$ cat src/rtl/codec_init_pkg.sv
package codec_init_pkg;

    localparam int REG_ADDR_W = 7;
    localparam int REG_DATA_W = 9;
    localparam int WORD_W     = REG_ADDR_W + REG_DATA_W;

    typedef struct packed {
        logic [REG_ADDR_W-1:0] addr;
        logic [REG_DATA_W-1:0] data;
    } codec_wr_t;

    typedef enum logic [2:0] {
        PH_IDLE   = 3'd0,
        PH_ISSUE  = 3'd1,
        PH_WAIT   = 3'd2,
        PH_SETTLE = 3'd3,
        PH_DONE   = 3'd4,
        PH_FAIL   = 3'd5
    } seq_phase_t;

    // High byte: address followed by data MSB.
    function automatic logic [7:0] wr_hi_byte(codec_wr_t w);
        return {w.addr, w.data[REG_DATA_W-1]};
    endfunction

    function automatic logic [7:0] wr_lo_byte(codec_wr_t w);
        return w.data[7:0];
    endfunction

    function automatic logic phase_running(seq_phase_t p);
        return (p == PH_ISSUE) || (p == PH_WAIT) || (p == PH_SETTLE);
    endfunction

endpackage

$ cat src/rtl/cis_script_rom.sv
module cis_script_rom
    import codec_init_pkg::*;
#(
    parameter int                      N_CFG     = 4,
    parameter logic [N_CFG*WORD_W-1:0] CFG_LIST  = '0,
    parameter logic [WORD_W-1:0]       PWR_FIRST = '0,
    parameter logic [WORD_W-1:0]       CORE_ON   = '0,
    parameter logic [WORD_W-1:0]       PWR_LAST  = '0,
    localparam int                     N_TOTAL   = N_CFG + 3,
    localparam int                     IDX_W     = $clog2(N_TOTAL)
) (
    input  logic [IDX_W-1:0] idx,
    output codec_wr_t        word
);

    codec_wr_t table_w [N_TOTAL];

    assign table_w[0]         = codec_wr_t'(PWR_FIRST);
    assign table_w[N_CFG + 1] = codec_wr_t'(CORE_ON);
    assign table_w[N_CFG + 2] = codec_wr_t'(PWR_LAST);

    for (genvar i = 0; i < N_CFG; i++) begin : g_cfg
        assign table_w[i + 1] = codec_wr_t'(CFG_LIST[i*WORD_W +: WORD_W]);
    end

    always_comb begin
        word = '0;
        for (int k = 0; k < N_TOTAL; k++) begin
            if (idx == IDX_W'(k)) word = table_w[k];
        end
    end

endmodule

$ cat src/rtl/cis_settle_timer.sv
module cis_settle_timer #(
    parameter int  CYCLES = 1000,
    localparam int CNT_W  = $clog2(CYCLES + 1)
) (
    input  logic clk,
    input  logic rst,
    input  logic run,
    output logic expire
);

    logic [CNT_W-1:0] cnt_q;

    always_ff @(posedge clk) begin
        if (rst || !run) cnt_q <= '0;
        else             cnt_q <= cnt_q + 1'b1;
    end

    assign expire = run && (cnt_q == CNT_W'(CYCLES - 1));

    // the count never passes the settle length
    p_cnt_bound_r6: assert property (@(posedge clk) disable iff (rst)
        run |-> (cnt_q < CNT_W'(CYCLES)));

    // once the delay expires the controller leaves the wait
    p_expire_leaves_r6: assert property (@(posedge clk) disable iff (rst)
        expire |=> !run || (cnt_q == '0));

endmodule

$ cat src/rtl/codec_init_seq.sv
module codec_init_seq
    import codec_init_pkg::*;
#(
    parameter int                      SETTLE_CYCLES = 1000000,
    parameter int                      N_CFG         = 4,
    parameter logic [N_CFG*WORD_W-1:0] CFG_LIST      = 64'h1000_0E0A_0A00_0810,
    parameter logic [WORD_W-1:0]       PWR_FIRST     = 16'h0C10,
    parameter logic [WORD_W-1:0]       CORE_ON       = 16'h1201,
    parameter logic [WORD_W-1:0]       PWR_LAST      = 16'h0C00
) (
    input  logic       clk,
    input  logic       rst,
    input  logic       start,
    output logic       cmd_valid,
    output logic [7:0] cmd_byte0,
    output logic [7:0] cmd_byte1,
    input  logic       cmd_ready,
    input  logic       cmd_done,
    input  logic       cmd_err,
    output logic       seq_done,
    output logic       seq_err,
    output logic       mute_n
);

    localparam int N_TOTAL = N_CFG + 3;
    localparam int IDX_W   = $clog2(N_TOTAL);
    localparam int LAST    = N_TOTAL - 1;

    seq_phase_t       phase_q, phase_d;
    logic [IDX_W-1:0] idx_q, idx_d;
    codec_wr_t        cur_word;
    logic             settle_exp;

    cis_script_rom #(
        .N_CFG    (N_CFG),
        .CFG_LIST (CFG_LIST),
        .PWR_FIRST(PWR_FIRST),
        .CORE_ON  (CORE_ON),
        .PWR_LAST (PWR_LAST)
    ) u_rom (
        .idx (idx_q),
        .word(cur_word)
    );

    cis_settle_timer #(
        .CYCLES(SETTLE_CYCLES)
    ) u_timer (
        .clk   (clk),
        .rst   (rst),
        .run   (phase_q == PH_SETTLE),
        .expire(settle_exp)
    );

    always_comb begin
        phase_d = phase_q;
        idx_d   = idx_q;
        unique case (phase_q)
            PH_IDLE, PH_DONE, PH_FAIL: begin
                if (start) begin
                    phase_d = PH_ISSUE;
                    idx_d   = '0;
                end
            end
            PH_ISSUE: begin
                if (cmd_ready) phase_d = PH_WAIT;
            end
            PH_WAIT: begin
                if (cmd_done) begin
                    if (cmd_err) begin
                        phase_d = PH_FAIL;
                    end else if (idx_q == IDX_W'(LAST)) begin
                        phase_d = PH_DONE;
                    end else begin
                        idx_d   = idx_q + 1'b1;
                        phase_d = (idx_q + 1'b1 == IDX_W'(LAST)) ? PH_SETTLE : PH_ISSUE;
                    end
                end
            end
            PH_SETTLE: begin
                if (settle_exp) phase_d = PH_ISSUE;
            end
            default: phase_d = PH_IDLE;
        endcase
    end

    always_ff @(posedge clk) begin
        if (rst) begin
            phase_q <= PH_IDLE;
            idx_q   <= '0;
        end else begin
            phase_q <= phase_d;
            idx_q   <= idx_d;
        end
    end

    assign cmd_valid = (phase_q == PH_ISSUE);
    assign cmd_byte0 = wr_hi_byte(cur_word);
    assign cmd_byte1 = wr_lo_byte(cur_word);
    assign seq_done  = (phase_q == PH_DONE);
    assign seq_err   = (phase_q == PH_FAIL);
    assign mute_n    = (phase_q == PH_DONE);

    // an offered write holds until accepted
    p_hold_offer_r4: assert property (@(posedge clk) disable iff (rst)
        cmd_valid && !cmd_ready |=> cmd_valid && $stable(cmd_byte0) && $stable(cmd_byte1));

    // mute release coincides with completion
    p_mute_done_r7: assert property (@(posedge clk) disable iff (rst)
        mute_n == seq_done);

    // completion holds until a new start
    p_done_hold_r7: assert property (@(posedge clk) disable iff (rst)
        seq_done && !start |=> seq_done);

    // the error state is quiet and exclusive
    p_fail_quiet_r8: assert property (@(posedge clk) disable iff (rst)
        seq_err |-> !cmd_valid && !seq_done && !mute_n);

    // an error stays until a new start
    p_fail_hold_r8: assert property (@(posedge clk) disable iff (rst)
        seq_err && !start |=> seq_err);

    // start during a run does not rewind the list
    p_no_rewind_r9: assert property (@(posedge clk) disable iff (rst)
        phase_running(phase_q) && start && !cmd_done |=> $stable(idx_q));

    // nothing happens before the first start
    p_idle_quiet_r1: assert property (@(posedge clk) disable iff (rst)
        (phase_q == PH_IDLE) |-> !cmd_valid && !seq_done && !seq_err && !mute_n);

endmodule

$ cat config.mk
export PLATFORM = sky130hd
export DESIGN_NAME = codec_init_seq
export DESIGN_NICKNAME = d
export VERILOG_FILES = /design/src/rtl/codec_init_pkg.sv /design/src/rtl/cis_script_rom.sv /design/src/rtl/cis_settle_timer.sv /design/src/rtl/codec_init_seq.sv
export SDC_FILE = /design/constraint.sdc
export NUM_CORES = 1
export LEC_CHECK = 0
export BUFFER_PORTS_ARGS = -buffer_cell sky130_fd_sc_hd__clkbuf_2
export CORE_MARGIN = 1.5
export CORE_UTILIZATION = 58
export CTS_BUF_LIST = sky130_fd_sc_hd__clkbuf_4
export CTS_CLUSTER_DIAMETER = 30
export CTS_CLUSTER_SIZE = 14
export DETAILED_ROUTE_END_ITERATION = 10
export HOLD_SLACK_MARGIN = 0.08
export PLACE_DENSITY_LB_ADDON = 0.2
export SLEW_MARGIN = 30
export SYNTH_ARGS = -nofsm -noshare
export SYNTH_HDL_FRONTEND = slang
export SYNTH_SLANG_ARGS = --single-unit
export TNS_END_PERCENT = 20
$ cat constraint.sdc
create_clock -name clk -period 2.05 [get_ports clk]
set_input_delay 0.1025 -clock clk [delete_from_list [all_inputs] [get_ports clk]]
set_output_delay 0.1025 -clock clk [all_outputs]
set_load 0.02 [all_outputs]
After elaboration in Yosys (flattened, before gate mapping) --
Cells that the tools add are included.
Word-level totals: register bits after elaboration 26, output and inout bits 20, logic and storage cells 53
Operators by class: add/sub/neg operators 2, equal/unequal tests 19, muxes and demuxes 20, reduce and logical (&&, ||, !) cells 9
Operators by type and width (number):
- $mux 12 | 4
- $mux 13 | 3
- $mux 3 | 10
- $add 20x1->20 const B | 1
- $eq 20x20->1 const B | 1
- $eq 3x3->1 const B | 6
- $eq 3x2->1 const B | 4
- $pmux 3 s4 | 1
- $ne 2x2->1 const B | 5
- $eq 3x1->1 const B | 2
- $logic_not 3->1 | 2
- $pmux 3 s2 | 1
- $reduce_and 5->1 | 1
- $reduce_and 4->1 | 1
- $add 3x1->3 const B | 1
- $reduce_or 3->1 | 1
- $mux 2 | 1
- $ne 2x1->1 const B | 1
- $reduce_bool 2->1 | 1
- $logic_and 1x1->1 | 1
- $logic_not 1->1 | 1
- $logic_or 1x1->1 | 1

Logic depth before layout (Yosys ltp) --
Gate-level depths: netlist of run 1.
depth after elaboration 8, mapped depth 7, mapped depth without buffers 6

By module --
A second synthesis of run 1 with hierarchy kept.
Unflattened totals: cells, all modules 183, area total of the unflattened synthesis 1541.5 sq um
By module, submodules not included:
- cis_settle_timer | instances 1, cells an instance 103, area an instance 935.9 sq um, seq. area each 400.4 sq um
- codec_init_seq | instances 1, cells an instance 58, area an instance 465.4 sq um, seq. area each 120.1 sq um
- cis_script_rom | instances 1, cells an instance 22, area an instance 140.1 sq um, seq. area each 0.0 sq um

Least setup slack after synthesis of run 1 --
OpenSTA, ideal clock, no wires.
kind reg-to-output, start point reg idx_q[2], end point out cmd_byte1[4], arrival time 1.623 ns, setup slack 0.325 ns, stages on the path, launching flop included 5, buffers on the path 1, cells stage by stage dfxtp_1 > clkbuf_1 > inv_1 > ha_1 > nor4_1
On the way: longest elaborated chain between the ends 8, elaborated cells on any way between the ends 14
Ends and longest elaborated chain:
- start: declaration | line codec_init_seq.sv:30 | logic [IDX_W-1:0] idx_q, idx_d;
- start signal: assignment | line codec_init_seq.sv:92 | idx_q <= idx_d;
- $logic_not 3->1 | line cis_script_rom.sv:29 | if (idx == IDX_W'(k)) word = table_w[k];
- $mux 12 (4 in series) | line cis_script_rom.sv:29
- $mux 13 (2 in series) | line cis_script_rom.sv:29
- $mux 13 * | line cis_script_rom.sv:29
- end: declaration | line codec_init_seq.sv:16 | output logic [7:0] cmd_byte1,
Every way passes the cells marked *; elsewhere a longest branch is shown, timed or not.

Final worst setup path of run 1 --
start point reg idx_q[0], end point out cmd_byte0[3]
On the way: longest elaborated chain between the ends 8, elaborated cells on any way between the ends 14
Ends and longest elaborated chain:
- $logic_not 3->1 | line cis_script_rom.sv:29
- $mux 12 (4 in series) | line cis_script_rom.sv:29
- $mux 13 (2 in series) | line cis_script_rom.sv:29
- $mux 13 * | line cis_script_rom.sv:29
- end: declaration | line codec_init_seq.sv:15 | output logic [7:0] cmd_byte0,
Marked as above.

==> results of run 1 <==
[placed cells by master (no fill, tap or decap), types with 4 or more instances in the layout]
master | netlist | final
dfxtp_1 | 26 | 26
nor2_1 | 21 | 20
clkbuf_2 | 0 | 17
a21oi_1 | 13 | 13
nand2_1 | 13 | 13
o21ai_0 | 10 | 10
nand3_1 | 10 | 10
nand4_1 | 8 | 8
xor2_1 | 8 | 8
conb_1 | 1 | 8
inv_1 | 6 | 6
ha_1 | 6 | 6
or3_1 | 5 | 5
and2_1 | 4 | 4
nor4_1 | 4 | 4
nor3_1 | 4 | 4
nor3b_1 | 4 | 4
and4_1 | 4 | 4
or4_1 | 4 | 4
buf_4 | 10 | 4
[logic make-up after synthesis]
group                    after synthesis
XOR/XNOR                               9
adder cells (fa/ha/maj)                6
multiplexers                           1
buffers and inverters                 29
AND/OR/NAND/NOR                       90
flip-flops                            26
AO/OA/AOI/OAI                         39
other                                  1
[repair_timing]
action | in CTS | in global routing
hold buffers | 1 | 0
endpoints found under the setup margin | 0 | 1
gates resized for setup | 0 | 1
hold endpoints to repair | 5 | 0
[worst max path at each step]
stage | start | end | cells past startpoint
floorplan | idx_q[2] | cmd_byte1[4] | 4
global placement | u_timer.cnt_q[7] | u_timer.cnt_q[17] | 4
detailed placement | u_timer.cnt_q[9] | u_timer.cnt_q[17] | 4
CTS | idx_q[0] | cmd_byte0[3] | 6
global route | idx_q[2] | cmd_byte1[4] | 4
finish | idx_q[0] | cmd_byte0[3] | 6
[area by class of cell]
class | count | area (um^2) | share of cell area [%]
multi-input cells | 153 | 930 | 55.9
flip-flops and latches | 26 | 520 | 31.3
repair buffers | 22 | 125 | 7.53
well taps | 30 | 37.5 | 2.26
clock buffers | 3 | 22.5 | 1.36
inverters | 6 | 22.5 | 1.36
clock inverters | 1 | 3.75 | 0.226
[tightest hold or removal path, cell delays in order]
cell and delay, ns:
clkbuf_2 0.13, nor2_1 0.11, a31oi_1 0.06, nor2_1 0.07
[synth_stat cells]
cell / n / area share, %
dfxtp_1: 26 / 33
nor2_1: 21 / 5.0
a21oi_1: 13 / 4.1
nand2_1: 13 / 3.1
buf_4: 10 / 4.8
nand3_1: 10 / 3.2
o21ai_0: 10 / 3.2
clkbuf_1: 8 / 1.9
nand4_1: 8 / 3.2
xor2_1: 8 / 4.4
ha_1: 6 / 4.8
inv_1: 6 / 1.4
or3_1: 5 / 2.0
and2_1: 4 / 1.6
and4_1: 4 / 2.2
buf_2: 4 / 1.3
nor3_1: 4 / 1.3
nor3b_1: 4 / 1.9
nor4_1: 4 / 1.6
or4_1: 4 / 1.9
nor2b_1: 3 / 1.2
o21a_1: 3 / 1.4
a211oi_1: 2 / 0.95
a22oi_1: 2 / 0.95
nand2b_1: 2 / 0.79
o31ai_1: 2 / 0.95
a211o_1: 1 / 0.55
a31oi_1: 1 / 0.40
a41oi_1: 1 / 0.55
buf_6: 1 / 0.71
conb_1: 1 / 0.24
mux2i_1: 1 / 0.63
nand2b_4: 1 / 0.87
nor4b_1: 1 / 0.55
nor4bb_1: 1 / 0.63
o2111ai_1: 1 / 0.55
o211ai_1: 1 / 0.48
o21bai_1: 1 / 0.48
o22ai_1: 1 / 0.40
or3b_1: 1 / 0.55
xnor2_1: 1 / 0.55
[routing by layer]
metal	global-route usage [%]	up-vias
li1	-	719
met1	31.3	664
met2	41.3	36
met3	3.76	4
met4	10.2	0
met5	0	-
[where the power goes]
group          internal, mW  total (mW)  switching (mW)
combinational        0.0640       0.171           0.107
clock                0.0714       0.220           0.149
sequential            0.517       0.536          0.0193
total                 0.652       0.927           0.275
[sequential cells by signal, indices dropped and copies added, names as in the netlist]
name,flops
u_timer.cnt_q,20
phase_q,3
idx_q,3
[stage by stage]
step | instances | utilization (%) | total power [mW]
after CTS | 241 | 65.8 | 0.932
after global placement | 236 | 64.3 | 0.709
after global routing | 241 | 65.9 | 0.978
after floorplan | 208 | - | 0.687
after detailed placement | 236 | 64.3 | 0.714
final | 241 | 65.9 | 0.927
==> impl_metrics.json, run 1 <==
{
  "crit_arrival_ns": 1.78,
  "yosysWarnings": 0,
  "initial_utilization_pct": 62.6,
  "io_buffers": 17,
  "cpPeakStageDelay_ns": 0.41,
  "reg2reg_to": "u_timer.cnt_q[17]",
  "cp_max_fo": 5,
  "grt_pass1_wl_mm": 5.39,
  "synthMuxAreaShare_pct": 0.633,
  "core_um2": 2520,
  "power.leakage_nw": 0.591,
  "hp-class": "in2reg",
  "first_iter_violations": 41,
  "synthAdderAreaFrac_pct": 4.75,
  "grt_pass1_vias": 1254,
  "syn_avg_cell_area_um2": 7.86,
  "synth_seq_area_share_pct": 32.9,
  "cts_tree": "done",
  "gr-total-overflow": 0,
  "gp_congestion": 0.857,
  "die_width_um": 55.2,
  "end_kind": "output pin",
  "root_buffer": "clkbuf_4",
  "path_cells": "inv_1, ha_1, nor2_2, nor2_1, a211o_1, clkbuf_2",
  "critPathTopFamily": "flip-flops",
  "hold_viol": 0,
  "fp.dieArea_um2": 3050,
  "cts_sinks": 26,
  "htreeDepth": 1,
  "synth-xor-area-share_pct": 4.99,
  "r2r_start": "u_timer.cnt_q[9]",
  "synth_cell_types": 41,
  "finalCritPeriodShare_pct": 91.8,
  "r2r_cells": 4,
  "hold_depth": 4,
  "cts_setup_buffers": 0,
  "clockBufferDepth": 2,
  "skew_ns": 0.00765,
  "rrSetupSlack_ns": 0.27,
  "rsz0062_at_grt": "no",
  "cts_buffers": 3,
  "worstHoldEndpoint": "phase_q[2]",
  "fmax_mhz": 531,
  "pre_cts_slack_ns": 0.275,
  "clk_latency_ns": 0.32,
  "nNetsFinal": 224,
  "antennaDiodeCount": 0,
  "ant_nets": 0,
  "cp_slowest_cell": "dfxtp_1",
  "syn2layout_area_growth_pct": 5.15,
  "antenna_found_initial": 0,
  "fin_ws_ns": 0.169,
  "dpl.hpwl_mm": 2.40,
  "drive_gt1_share_pct": 12.3,
  "synth_top_family_by_area": "simple AND/OR/NAND/NOR gates",
  "top_layer": "met4",
  "setup_viol": 0,
  "setup_tns_ns": 0,
  "drcViolationCount": 0,
  "outcome": "complete, no violations",
  "ios": 26,
  "worstHoldStart": "start",
  "yosys.area_share.simple_pct": 31.4,
  "hold_ws_ns": 0.166,
  "fillCellCount": 225,
  "startpoint_type": "flop",
  "num_vias": 1423,
  "route.met2.wl_mm": 1.49,
  "rows": 18,
  "viasPerCell": 5.90,
  "synth-compound-area-share_pct": 15.0,
  "drt-wirelength-per-cell_um": 13.2,
  "drt-met1-wl_mm": 1.53,
  "ys_ff_latch": 26,
  "grt_max_degree": 18,
  "finalWirelength_mm": 3.18,
  "wl_met3_um": 128,
  "dpl_cell_area_um2": 1620,
  "drv_slew": 0,
  "cp_num_buf_inv": 2,
  "fin_crit_ns": 1.88,
  "fin_area_um2": 1660,
  "syn_inst": 201,
  "vdd_drop_max_v": 0.000464,
  "firstDrtPassIters": 4,
  "path_class": "reg2out",
  "clk_pin_slew_worst_paths_ns": 0.14,
  "syn_area_um2": 1580,
  "cp.required_ns": 1.95,
  "drv_cap": 0,
  "fp.dieH_um": 55.2,
  "grt_usage_pct": 24.6,
  "power_density_nw_per_um2": 558
}
Note: power is estimated with default switching activity, not from simulation.
==> run 2, diff against run 1 <==
==> constraint.sdc (replaced) <==
create_clock -name clk -period 2 [get_ports clk]
set_input_delay 0.1 -clock clk [delete_from_list [all_inputs] [get_ports clk]]
set_output_delay 0.1 -clock clk [all_outputs]
set_load 0.02 [all_outputs]
==> impl_metrics.json, run 2 (synthesis gave the netlist of run 1 again) <==
{
  "drive_gt1_share_pct": 12.8,
  "drt-wirelength-per-cell_um": 12.5,
  "crit_arrival_ns": 1.77,
  "layout_commonest_cell": "dfxtp_1",
  "r2r_start": "idx_q[0]",
  "largest_register_ffs": 20,
  "clk_latency_ns": 0.32,
  "grt_pass1_vias": 1181,
  "finalWirelength_mm": 3.01,
  "cts_buffers": 3,
  "largest-register": "u_timer.cnt_q",
  "startpoint_type": "flop",
  "p_comb_share_pct": 18.4,
  "dp.cells": 236,
  "switching_share_pct": 29.3,
  "die_width_um": 55.2,
  "rows": 18,
  "antennaDiodeCount": 0,
  "grt_usage_pct": 22.9,
  "drv_cap": 0,
  "p_int_mw": 0.668,
  "clockBufferDepth": 2,
  "fmax_mhz": 534,
  "worstHoldStart": "start",
  "gr-total-overflow": 0,
  "setup_tns_ns": 0,
  "power_density_nw_per_um2": 569,
  "finish.utilization_pct": 65.9,
  "syn2layout_area_growth_pct": 5.23,
  "drcViolationCount": 0,
  "nNetsFinal": 224,
  "largestRegisters": "u_timer.cnt_q x20, idx_q x3, phase_q x3",
  "fillCellCount": 215,
  "r2r_cells": 6,
  "initial_utilization_pct": 62.6,
  "skew_ns": 0.00570,
  "fp.dieArea_um2": 3050,
  "end_kind": "output pin",
  "p_switching_mw": 0.277,
  "cts_tree": "done",
  "drv_slew": 0,
  "clockPowerShare_pct": 23.5,
  "fin_ws_ns": 0.126,
  "worstHoldEndpoint": "phase_q[2]",
  "setup_viol": 0,
  "antenna_found_initial": 0,
  "ios": 26,
  "firstDrtPassIters": 4,
  "instances_no_fill": 241,
  "rrSetupSlack_ns": 0.21,
  "htreeDepth": 1,
  "gp_congestion": 0.870,
  "ant_nets": 0,
  "seqPwrFrac_pct": 58.1,
  "hold_ws_ns": 0.166,
  "cp_max_fo": 6,
  "rsz0062_at_grt": "no",
  "vdd_drop_max_v": 0.000518,
  "final_cell_mix": "dfxtp_1 (25), nor2_1 (20), clkbuf_2 (17)",
  "fin_crit_ns": 1.87,
  "num_vias": 1413,
  "finalCritPeriodShare_pct": 93.7,
  "cts_setup_buffers": 0,
  "hp-class": "in2reg",
  "fp.dieH_um": 55.2,
  "outcome": "complete, no violations",
  "pre_cts_slack_ns": 0.232,
  "grt_max_degree": 18,
  "power.leakage_nw": 0.592,
  "hold_viol": 0,
  "hold_depth": 4,
  "path_class": "reg2out",
  "cp.required_ns": 1.90,
  "core_um2": 2520,
  "dpl.hpwl_mm": 2.26,
  "grt_pass1_wl_mm": 4.95,
  "viasPerCell": 5.86,
  "first_iter_violations": 31,
  "clk_pin_slew_worst_paths_ns": 0.13,
  "root_buffer": "clkbuf_4",
  "io_buffers": 17,
  "critPathLaunch": "idx_q[1]",
  "reg2reg_to": "idx_q[1]",
  "cts_sinks": 26
}
[run 2: cell types whose count changed in the layout (fill, tap and decap cells not counted)]
cell / delta
dfxtp_1: -1
dfxtp_2: +1
[run 2: through the flow]
stage | cell area, um^2 | power [mW]
6_report | 1660 | 0.946
3_3_place_gp | 1620 | 0.726
2_1_floorplan | 1610 | 0.705
4_1_cts | 1660 | 0.961
3_5_place_dp | 1620 | 0.731
5_1_grt | 1660 | 0.996
[run 2: power groups by stage]
stage	Sequential, mW	Clock [mW]	Combinational [mW]
3_3_place_gp	0.560	0	0.166
6_report	0.549	0.222	0.174
2_1_floorplan	0.547	0	0.158
4_1_cts	0.549	0.239	0.173
3_5_place_dp	0.560	0	0.171
5_1_grt	0.553	0.246	0.197
[run 2: layout make-up]
class	count	area (um^2)	area share (%)
Multi-Input combinational cell	153	930	55.9
Clock buffer	3	22.5	1.35
Tap cell	30	37.5	2.26
Timing Repair Buffer	22	125	7.52
Sequential cell	26	522	31.4
Clock inverter	1	3.75	0.226
Inverter	6	22.5	1.35
[run 2: metal layers]
metal	wire length [um]	GRT usage, %
met1	1480	30.1
met2	1370	37.7
met3	105	2.42
met4	53	10.2
met5	0	0
[run 2: worst max path at each step]
stage,cells past startpoint,to,slack (ns)
after global routing,6,cmd_byte0[3],0.005
after floorplan,4,cmd_byte1[4],0.28
after global placement,4,u_timer.cnt_q[17],0.31
after CTS,6,cmd_byte0[3],0.02
final,6,cmd_byte0[3],0.13
after detailed placement,4,u_timer.cnt_q[17],0.23
[run 2: critical path: stages (launching register included)]
cell and delay, ns:
dfxtp_1 0.41, inv_1 0.08, ha_1 0.27, nor2_2 0.20, nor2_1 0.07, a211o_1 0.26
clkbuf_2 0.15
[run 2: what timing repair did]
item | CTS | global route
hold buffers | 1 | 0
endpoints found under the setup margin | 0 | 3
hold endpoints to repair | 5 | 0
gates resized for setup | 0 | 2
